===== src/rtl/wbr_pkg.sv =====
package wbr_pkg;

   localparam int ADDR_W    = 11;
   localparam int DATA_W    = 32;
   localparam int WIN_SLOTS = 32;
   localparam int IDX_W     = $clog2(WIN_SLOTS);

   typedef enum logic [2:0] {
      WIN_DIR, WIN_SET, WIN_CLR, WIN_MSK4, WIN_MSK8, WIN_MSK16, WIN_NONE
   } win_e;

   typedef enum logic [1:0] {
      SZ_BYTE = 2'd0, SZ_HALF = 2'd1, SZ_WORD = 2'd2, SZ_BAD = 2'd3
   } size_e;

   function automatic logic [DATA_W-1:0] lanes_to_bits(input logic [3:0] be);
      return {{8{be[3]}}, {8{be[2]}}, {8{be[1]}}, {8{be[0]}}};
   endfunction

endpackage


===== src/rtl/wbr_decode.sv =====
module wbr_decode
   import wbr_pkg::*;
#(
   parameter int NREG = 32
)(
   input  logic [ADDR_W-1:0] addr,
   input  logic [1:0]        size,
   input  logic              write,
   output win_e              win,
   output logic [IDX_W-1:0]  idx,
   output logic [3:0]        be,
   output logic              err
);

   size_e sz;
   logic  align_ok;
   logic  size_ok;
   logic  idx_ok;

   assign sz = size_e'(size);

   always_comb begin
      win = WIN_NONE;
      idx = addr[6:2];
      unique case (addr[10:7])
         4'd0:       win = WIN_DIR;
         4'd1:       win = WIN_SET;
         4'd2:       win = WIN_CLR;
         4'd4, 4'd5: begin win = WIN_MSK4;  idx = addr[7:3]; end
         4'd6, 4'd7: begin win = WIN_MSK8;  idx = addr[7:3]; end
         4'd8, 4'd9: begin win = WIN_MSK16; idx = addr[7:3]; end
         default:    win = WIN_NONE;
      endcase
   end

   always_comb begin
      unique case (sz)
         SZ_BYTE: be = 4'b0001 << addr[1:0];
         SZ_HALF: be = addr[1] ? 4'b1100 : 4'b0011;
         SZ_WORD: be = 4'b1111;
         default: be = 4'b0000;
      endcase
   end

   assign align_ok = (sz == SZ_BYTE) ||
                     (sz == SZ_HALF && !addr[0]) ||
                     (sz == SZ_WORD && addr[1:0] == 2'b00);

   always_comb begin
      unique case (win)
         WIN_DIR:          size_ok = write ? (sz != SZ_BAD)
                                           : (sz == SZ_BYTE || sz == SZ_HALF);
         WIN_SET, WIN_CLR: size_ok = write && (sz != SZ_BAD);
         WIN_MSK4:         size_ok = write && (sz == SZ_BYTE);
         WIN_MSK8:         size_ok = write && (sz == SZ_HALF);
         WIN_MSK16:        size_ok = write && (sz == SZ_WORD);
         default:          size_ok = 1'b0;
      endcase
   end

   assign idx_ok = ({1'b0, idx} < (IDX_W+1)'(NREG));
   assign err    = !(size_ok && align_ok && idx_ok);

   always_comb begin
      AST_BAD_SIZE_REJECTED: assert (!(sz == SZ_BAD && !err));
   end

endmodule


===== src/rtl/wbr_merge.sv =====
module wbr_merge
   import wbr_pkg::*;
(
   input  win_e              win,
   input  logic [2:0]        slot_off,
   input  logic [3:0]        be,
   input  logic [DATA_W-1:0] wdata,
   input  logic [DATA_W-1:0] old_val,
   output logic [DATA_W-1:0] fld,
   output logic [DATA_W-1:0] new_val
);

   logic [7:0]        op8;
   logic [15:0]       op16;
   logic [DATA_W-1:0] lane_bits;
   logic [DATA_W-1:0] dat;

   assign op8       = wdata[{slot_off[1:0], 3'b000} +: 8];
   assign op16      = slot_off[1] ? wdata[31:16] : wdata[15:0];
   assign lane_bits = lanes_to_bits(be);

   always_comb begin
      unique case (win)
         WIN_DIR: begin fld = lane_bits;         dat = wdata; end
         WIN_SET: begin fld = wdata & lane_bits; dat = '1;    end
         WIN_CLR: begin fld = wdata & lane_bits; dat = '0;    end
         WIN_MSK4: begin
            fld = DATA_W'(op8[7:4]) << {slot_off, 2'b00};
            dat = DATA_W'(op8[3:0]) << {slot_off, 2'b00};
         end
         WIN_MSK8: begin
            fld = DATA_W'(op16[15:8]) << {slot_off[2:1], 3'b000};
            dat = DATA_W'(op16[7:0])  << {slot_off[2:1], 3'b000};
         end
         WIN_MSK16: begin
            fld = DATA_W'(wdata[31:16]) << {slot_off[2], 4'b0000};
            dat = DATA_W'(wdata[15:0])  << {slot_off[2], 4'b0000};
         end
         default: begin fld = '0; dat = '0; end
      endcase
   end

   assign new_val = (old_val & ~fld) | (dat & fld);

endmodule


===== src/rtl/wbr_regfile.sv =====
module wbr_regfile
   import wbr_pkg::*;
#(
   parameter int                NREG      = 32,
   parameter logic [DATA_W-1:0] RESET_VAL = '0
)(
   input  logic                              clk,
   input  logic                              rst_n,
   input  logic                              we,
   input  logic [IDX_W-1:0]                  widx,
   input  logic [DATA_W-1:0]                 wval,
   output logic [WIN_SLOTS-1:0][DATA_W-1:0]  q_all
);

   for (genvar i = 0; i < WIN_SLOTS; i++) begin : g_slot
      if (i < NREG) begin : g_live
         always_ff @(posedge clk or negedge rst_n) begin
            if (!rst_n)
               q_all[i] <= RESET_VAL;
            else if (we && widx == IDX_W'(i))
               q_all[i] <= wval;
         end

         AST_UNTOUCHED_HOLD: assert property (@(posedge clk) disable iff (!rst_n)
            !(we && widx == IDX_W'(i)) |=> $stable(q_all[i]));
      end else begin : g_absent
         assign q_all[i] = '0;
      end
   end

endmodule


===== src/rtl/winop_reg_bridge.sv =====
module winop_reg_bridge
   import wbr_pkg::*;
#(
   parameter int                NREG      = 32,
   parameter bit                HAS_WAIT  = 1'b1,
   parameter logic [DATA_W-1:0] RESET_VAL = '0
)(
   input  logic              clk,
   input  logic              rst_n,
   input  logic              wait_ack_en,
   input  logic              req_valid,
   input  logic              req_write,
   input  logic [10:0]       req_addr,
   input  logic [1:0]        req_size,
   input  logic [31:0]       req_wdata,
   output logic              req_ready,
   output logic [31:0]       rsp_rdata,
   output logic              rsp_err
);

   if (NREG < 1 || NREG > WIN_SLOTS) begin : g_bad_nreg
      $error("NREG must lie in 1..WIN_SLOTS");
   end
   if (ADDR_W != 11 || DATA_W != 32) begin : g_bad_geom
      $error("window layout assumes 11 address bits and 32 data bits");
   end

   win_e                             win;
   logic [IDX_W-1:0]                 idx;
   logic [3:0]                       be;
   logic                             dec_err;
   logic [WIN_SLOTS-1:0][DATA_W-1:0] q_all;
   logic [DATA_W-1:0]                old_val;
   logic [DATA_W-1:0]                fld;
   logic [DATA_W-1:0]                new_val;
   logic                             stall_q;
   logic                             wr_en;

   wbr_decode #(.NREG(NREG)) u_decode (
      .addr  (req_addr),
      .size  (req_size),
      .write (req_write),
      .win   (win),
      .idx   (idx),
      .be    (be),
      .err   (dec_err)
   );

   assign old_val = q_all[idx];

   wbr_merge u_merge (
      .win      (win),
      .slot_off (req_addr[2:0]),
      .be       (be),
      .wdata    (req_wdata),
      .old_val  (old_val),
      .fld      (fld),
      .new_val  (new_val)
   );

   if (HAS_WAIT) begin : g_wait
      always_ff @(posedge clk or negedge rst_n) begin
         if (!rst_n) stall_q <= 1'b0;
         else        stall_q <= req_valid && wait_ack_en && !stall_q;
      end

      AST_WAIT_FIRST_CYCLE: assert property (@(posedge clk) disable iff (!rst_n)
         $rose(req_valid) && wait_ack_en |-> !req_ready);
      AST_WAIT_ONE_STALL: assert property (@(posedge clk) disable iff (!rst_n)
         req_valid && !req_ready && wait_ack_en |=> !req_valid || req_ready);
   end else begin : g_posted
      assign stall_q = 1'b1;
   end

   assign req_ready = req_valid && (!wait_ack_en || stall_q);
   assign wr_en     = req_ready && req_write && !dec_err;
   assign rsp_err   = req_valid && dec_err;
   assign rsp_rdata = (req_valid && !req_write && !dec_err)
                      ? (old_val & lanes_to_bits(be)) : '0;

   wbr_regfile #(.NREG(NREG), .RESET_VAL(RESET_VAL)) u_regs (
      .clk   (clk),
      .rst_n (rst_n),
      .we    (wr_en),
      .widx  (idx),
      .wval  (new_val),
      .q_all (q_all)
   );

   AST_POSTED_SAME_CYCLE: assert property (@(posedge clk) disable iff (!rst_n)
      req_valid && !wait_ack_en |-> req_ready);
   AST_ERR_ZERO_DATA: assert property (@(posedge clk) disable iff (!rst_n)
      rsp_err |-> rsp_rdata == '0);
   AST_ERR_NO_CHANGE: assert property (@(posedge clk) disable iff (!rst_n)
      req_ready && rsp_err |=> $stable(q_all));
   AST_SET_ONLY_ADDS: assert property (@(posedge clk) disable iff (!rst_n)
      wr_en && win == WIN_SET |=>
      (q_all[$past(idx)] & $past(old_val)) == $past(old_val));
   AST_CLR_ONLY_REMOVES: assert property (@(posedge clk) disable iff (!rst_n)
      wr_en && win == WIN_CLR |=>
      (q_all[$past(idx)] & ~$past(old_val)) == '0);
   AST_MASK_CONFINED: assert property (@(posedge clk) disable iff (!rst_n)
      wr_en && (win == WIN_MSK4 || win == WIN_MSK8 || win == WIN_MSK16) |=>
      ((q_all[$past(idx)] ^ $past(old_val)) & ~$past(fld)) == '0);

endmodule


===== config.mk =====
export PLATFORM = sky130hd
export DESIGN_NAME = winop_reg_bridge
export DESIGN_NICKNAME = d
export VERILOG_FILES = /design/src/rtl/wbr_pkg.sv /design/src/rtl/wbr_decode.sv /design/src/rtl/wbr_merge.sv /design/src/rtl/wbr_regfile.sv /design/src/rtl/winop_reg_bridge.sv
export SDC_FILE = /design/constraint.sdc
export NUM_CORES = 2
export LEC_CHECK = 0
export ABC_AREA = 1
export CORE_UTILIZATION = 30
export CTS_CLUSTER_SIZE = 8
export DETAILED_ROUTE_END_ITERATION = 6
export PLACE_DENSITY_LB_ADDON = 0.3
export SYNTH_ARGS = -nofsm -noshare
export SYNTH_HDL_FRONTEND = slang
export SYNTH_SLANG_ARGS = --single-unit

===== constraint.sdc =====
create_clock -name clk -period 2.3 [get_ports clk]
set_clock_uncertainty 0.1 [all_clocks]
set_input_delay 0.345 -clock clk [delete_from_list [all_inputs] [get_ports clk]]
set_output_delay 0.345 -clock clk [all_outputs]
set_load 0.1 [all_outputs]

* Word-level counts from Yosys, hierarchy flattened *
Cells that the tools add are included.

storage, ports and cells
  bits in registers = 1,025
  input port bits = 50
  output and inout bits = 34
  word-level logic and storage cells = 173

cells by class
  magnitude comparators = 1
  eq/ne operators = 47
  shift-type cells = 8
  multiplexer cells = 12
  bitwise operators = 6
  reduce and logical (&&, ||, !) cells = 66

operators by type and width
  operator              number
  $pmux W32 S5          2
  $bmux W32 S5          1
  $and A32 B32 Y32      4
  $eq A5 B5 Y1 const B  16
  $mux W32              2
  $shl A16 B5 Y32       2
  $shl A4 B5 Y32        2
  $shl A8 B5 Y32        2
  $logic_and A1 B1 Y1   47
  $eq A5 B4 Y1 const B  8
  $not A32 Y32          1
  $or A32 B32 Y32       1
  $shiftx A32 B6 Y8     1
  $eq A5 B3 Y1 const B  4
  $pmux W3 S6           1
  $eq A4 B3 Y1 const B  4
  $mux W16              1
  $pmux W4 S3           1
  $eq A5 B2 Y1 const B  2
  $eq A4 B4 Y1 const B  2
  $reduce_or A2 Y1      4
  $eq A3 B2 Y1 const B  2
  $eq A3 B3 Y1 const B  2
  $lt A5 B6 Y1 const B  1
  other kinds (19)      27

* Longest topological paths before layout *
  word-level depth = 9
  depth in mapped cells = 21
  depth with buffers taken out = 17

* Cells and area by module *
From an unflattened synthesis, not the netlist that was laid out.

unflattened totals
  cells, all modules = 7,794
  area total of the unflattened synthesis = 54,797.6 sq um

by module, submodules not included
  module            times used  cells each  area an instance (sq um)  sequential area each (sq um)
  wbr_regfile       1           4,583       40,507.6                  25,624.6
  winop_reg_bridge  1           2,446       10,815.4                  25.0
  wbr_merge         1           700         3,166.8                   0.0
  wbr_decode        1           65          307.8                     0.0

* Worst setup path before layout *
Ideal clock, no wire load.

  kind = input to output
  start point = input req_addr[8]
  end point = output rsp_rdata[30]
  data arrival time = 3.205 ns
  required time = 1.855 ns
  setup slack = -1.350 ns
  stages = 16
  path buffers = 3
  cells stage by stage = nor2_1 nand2_2 nand2_1 nand2_1 nand2_1 buf_2 buf_2 clkbuf_1 nand2_1 nand2_1 nand2_1 a21oi_1 nor2_1 nand2_1 nand2_1 nor2_1

between the ends
  word-level cells in the longest chain between the ends = 9
  elaborated cells between the ends (all ways) = 29
  those cells by class = 13 x eq/ne; 6 x mux; 1 x bitwise; 9 x reduce/logical

ends and longest elaborated chain
  item                                                 line                    RTL
  from (decl)                                          winop_reg_bridge.sv:13  input logic [10:0] req_addr,
  $eq A4 B4 Y1 / $eq A4 B3 Y1 (equally long branches)  wbr_decode.sv:25        unique case (addr[10:7])
  $reduce_or A2 Y1, on equally long branches           --
  $pmux W3 S6                                          wbr_decode.sv:25
  $eq A3 B1 Y1 / $eq A3 B2 Y1 (equally long branches)  wbr_decode.sv:50        unique case (win)
  $reduce_or A2 Y1 (no line)                           --
  $pmux W1 S5                                          wbr_decode.sv:50
  $logic_and A1 B1 Y1                                  wbr_decode.sv:62        assign err = !(size_ok && align_ok && idx_ok);
  $logic_and A1 B1 Y1                                  winop_reg_bridge.sv:78  assign rsp_rdata = (req_valid && !req_write && !dec_err)
  $mux W32 *                                           winop_reg_bridge.sv:79  ? (old_val & lanes_to_bits(be)) : '0;
  to (decl)                                            winop_reg_bridge.sv:17  output logic [31:0] rsp_rdata,

Mark *: on every way between the ends. The rest lies on a longest branch, timed or not. The select of a mux whose other input is x is not followed.

* Final worst setup path *
  start point = input req_addr[10]
  end point = output rsp_rdata[12]

The elaborated chain is that of the path after synthesis.

==> metrics <==
status=finished, violations left; failing checks=setup timing; Post-synth EDFFs=0; DRC=0; Seq/Total Area, Yosys=0.479; Post-Synth Simple-Gate Area=0.438; GRT overflow=0; DRT Pass-1 Iters=7; Crit path top cell by count=nand2_1; Port Buffer Count=83; Initial Utilization=0.303; Die Y=425 µm; H-Tree Level Count=4; Fill cells=17752; Root Buffer=clkbuf_16; count leader, synth=nand2_1; Detail Route Antenna Nets=0; Slowest-stage cell, CP=nand2_8; Yosys top cell area share=0.479; largest net degree at the start of global routing=62; Fmax achieved=313 MHz; Reg area=25600 µm²; CTS tree=done; main combinational cell family by area after synthesis=simple AND/OR/NAND/NOR gates; antenna violations before repair=1; synthesized flop and latch total=1025; CP Class=in -> out; highest cell delay on the worst timing path=0.22 ns; post-route setup slack=-0.900 ns; Final Cycle Share=1.39; total power=46600 µW; Synth Net Count=8061; layout net count=8605; DIE WIDTH=425 µm; Fin. Hold Viols=0; Detail Placement HPWL=155000 µm; count of final max-slew check failures=0; clk buf depth=3; critical path data arrival time=2.75 ns; Syn Inst Count=8011; Max VDD drop=0.822 mV; Startpoint Class=primary input; mux cell area share after synthesis=0; Synth Area in Compound Gates=0.0280; slew margin rel.=0.429; cell leakage power=0.0400 µW; Clock Sink Count=1025; Final Critical Period=3.20 ns; Yosys top cell by area=dfrtp_1; DIE AREA=180000 µm²; critical path fanouts, max=7; Total Routing Usage GR=0.268; main flop type after synthesis=dfrtp_1; setup TNS=-247.19 ns; XOR/XNOR Fraction of Synth Area=0; first-pass GRT wire length=362000 µm; max-cap violation count=0; Total Wirelength=247000 µm; Top delay family on crit path=simple AND/OR/NAND/NOR gates; Crit path buffers/inverters=8; synth unique cells=32; synthesized area=53600 µm²; pre-CTS WS=-1.63 ns; Synth warnings=0; core area=177000 µm²; Synth Area in Adders=0; number of cell rows=154; Final Cell Area=73000 µm²; P per Cell Area=639 nW/µm²; Starting DRT DRC Count=7190; fraction of synthesis flops using an asynchronous set or reset pin=1.00; placed cell area=64300 µm²; Synth-to-Final Area Change=36.4%; # IOs=84; number of global-route vias before repair=55040; Post-Syn Area per Cell=6.69 µm²; share of layout cells above drive strength 1=0.188; clock latency on the worst-skew pair=0.80 ns; Worst Tran Pin Value=0.855 ns; Util after Layout=0.413; vias per cell=5.22; top cells by area, synth=dfrtp_1 48%, nand2_1 36%, nand3_1 6.0%; Clk pin slew, worst setup/hold paths=0.05 ns; Wirelength per Cell=22.7 µm; critical path endpoint category=primary output; RSZ-0062 raised after global routing=true; Worst Hold Class=in -> reg; worst-path cell chain=buf_6 -> buf_8 -> inv_12 -> nand2_8 -> buf_6 -> nand3_4 -> nand2_8 -> buf_16 -> buf_16 -> clkbuf_16 -> nand2_1 -> nand2_1 -> nand2_1 -> nand2_1 -> a21oi_1 -> nand2_1 -> nand2_2 -> nor2_4 -> buf_12; multi-input gate area in the final layout=27400 µm²; Required @ worst endpoint=1.86 ns; Post-synth top cells=5090 x nand2_1, 1025 x dfrtp_1, 645 x nand3_1; final setup violation count=883; number of buffers created by CTS=146; Final Wtd Congestion=0.959; detailed-route via count=56918
[through the flow]
step | std cells | hold slack (ns)
after CTS | 10891 | 0.0656
after global placement | 10569 | 0.109
after global routing | 10911 | 0.118
after detailed placement | 10569 | 0.110
final | 10912 | 0.0972
after floorplan | 8011 | -0.0506
[layer usage]
metal	routed length [µm]	up-vias	track usage
met4	14100	2	0.150
met2	109000	3068	0.409
met1	99700	27580	0.351
met3	24300	560	0.0580
met5	11	-	0
li1	-	25708	-
[logic make-up after synthesis]
group	count (synthesis)
simple gates	5997
flops	1025
buf+inv	710
compound gates	279
[flip-flops by register name (all words and copies together) (netlist names)]
signal,count
stall_q,1
u_regs.q_all,1024
[worst register-to-register path, delay by kind of cell (launching register included)]
family	cells	cell delay [ns]
buf+inv	8	1.11
flops	1	0.38
simple gates	12	1.05
[power by group]
group | internal, µW | switching (µW)
sequential | 18300 | 144
clock | 11600 | 8350
combinational | 3060 | 5200
[placed cells by master, fill, tap and decap left out, types with 7 or more instances in the layout]
cell / synthesis / final
a21oi_1: 157 / 80
a21oi_2: 0 / 64
a21oi_4: 0 / 13
buf_12: 0 / 277
buf_16: 0 / 50
buf_4: 8 / 514
buf_6: 0 / 37
buf_8: 0 / 15
bufbuf_16: 0 / 8
clkbuf_16: 0 / 161
clkdlybuf4s50_1: 0 / 37
dfrtp_1: 1025 / 1025
inv_1: 99 / 94
inv_16: 0 / 7
inv_2: 41 / 42
nand2_1: 5090 / 4832
nand2_2: 3 / 200
nand2_4: 0 / 47
nand2_8: 0 / 17
nand3_1: 645 / 613
nand3_2: 0 / 22
nand3_4: 0 / 10
nand4_1: 41 / 41
nor2_1: 195 / 103
nor2_2: 6 / 18
nor2_4: 0 / 80
nor3_1: 9 / 8
o21ai_0: 61 / 61
o22ai_1: 33 / 33
[layout make-up]
type | instances | share of cell area
Tap cell | 2340 | 0.0401
Sequential cell | 1025 | 0.351
Antenna cell | 1 | 0.0000343
Multi-Input combinational cell | 6279 | 0.376
Clock buffer | 150 | 0.0509
Clock inverter | 14 | 0.00360
Timing Repair Buffer | 961 | 0.171
Inverter | 141 | 0.00772
Timing Repair inverter | 1 | 0.000154
[final timing paths]
check / from / to / slack (ns) / cells past startpoint
max: req_addr[10] / rsp_rdata[12] / -0.90 / 19
min: wait_ack_en / stall_q / 0.1 / 4
max reg2reg: u_regs.q_all[13] / u_regs.q_all[525] / -0.46 / 20
min reg2reg: stall_q / stall_q / 0.35 / 1
max in group asynchronous: rst_n / u_regs.q_all[865] / 0.77 / 3
min in group asynchronous: rst_n / u_regs.q_all[576] / 0.12 / 3
[what timing repair did]
| item | CTS | global route |
|---|---|---|
| setup endpoints to repair | 1057 | 1057 |
| hold buffers | 2 | 0 |
| buffers inserted | 121 | 15 |
| gates resized for setup | 429 | 164 |
| gates cloned | 39 | 17 |
| pin swaps | 161 | 56 |
| hold endpoints to repair | 981 | 0 |
Power figures use the tool's default switching activity.
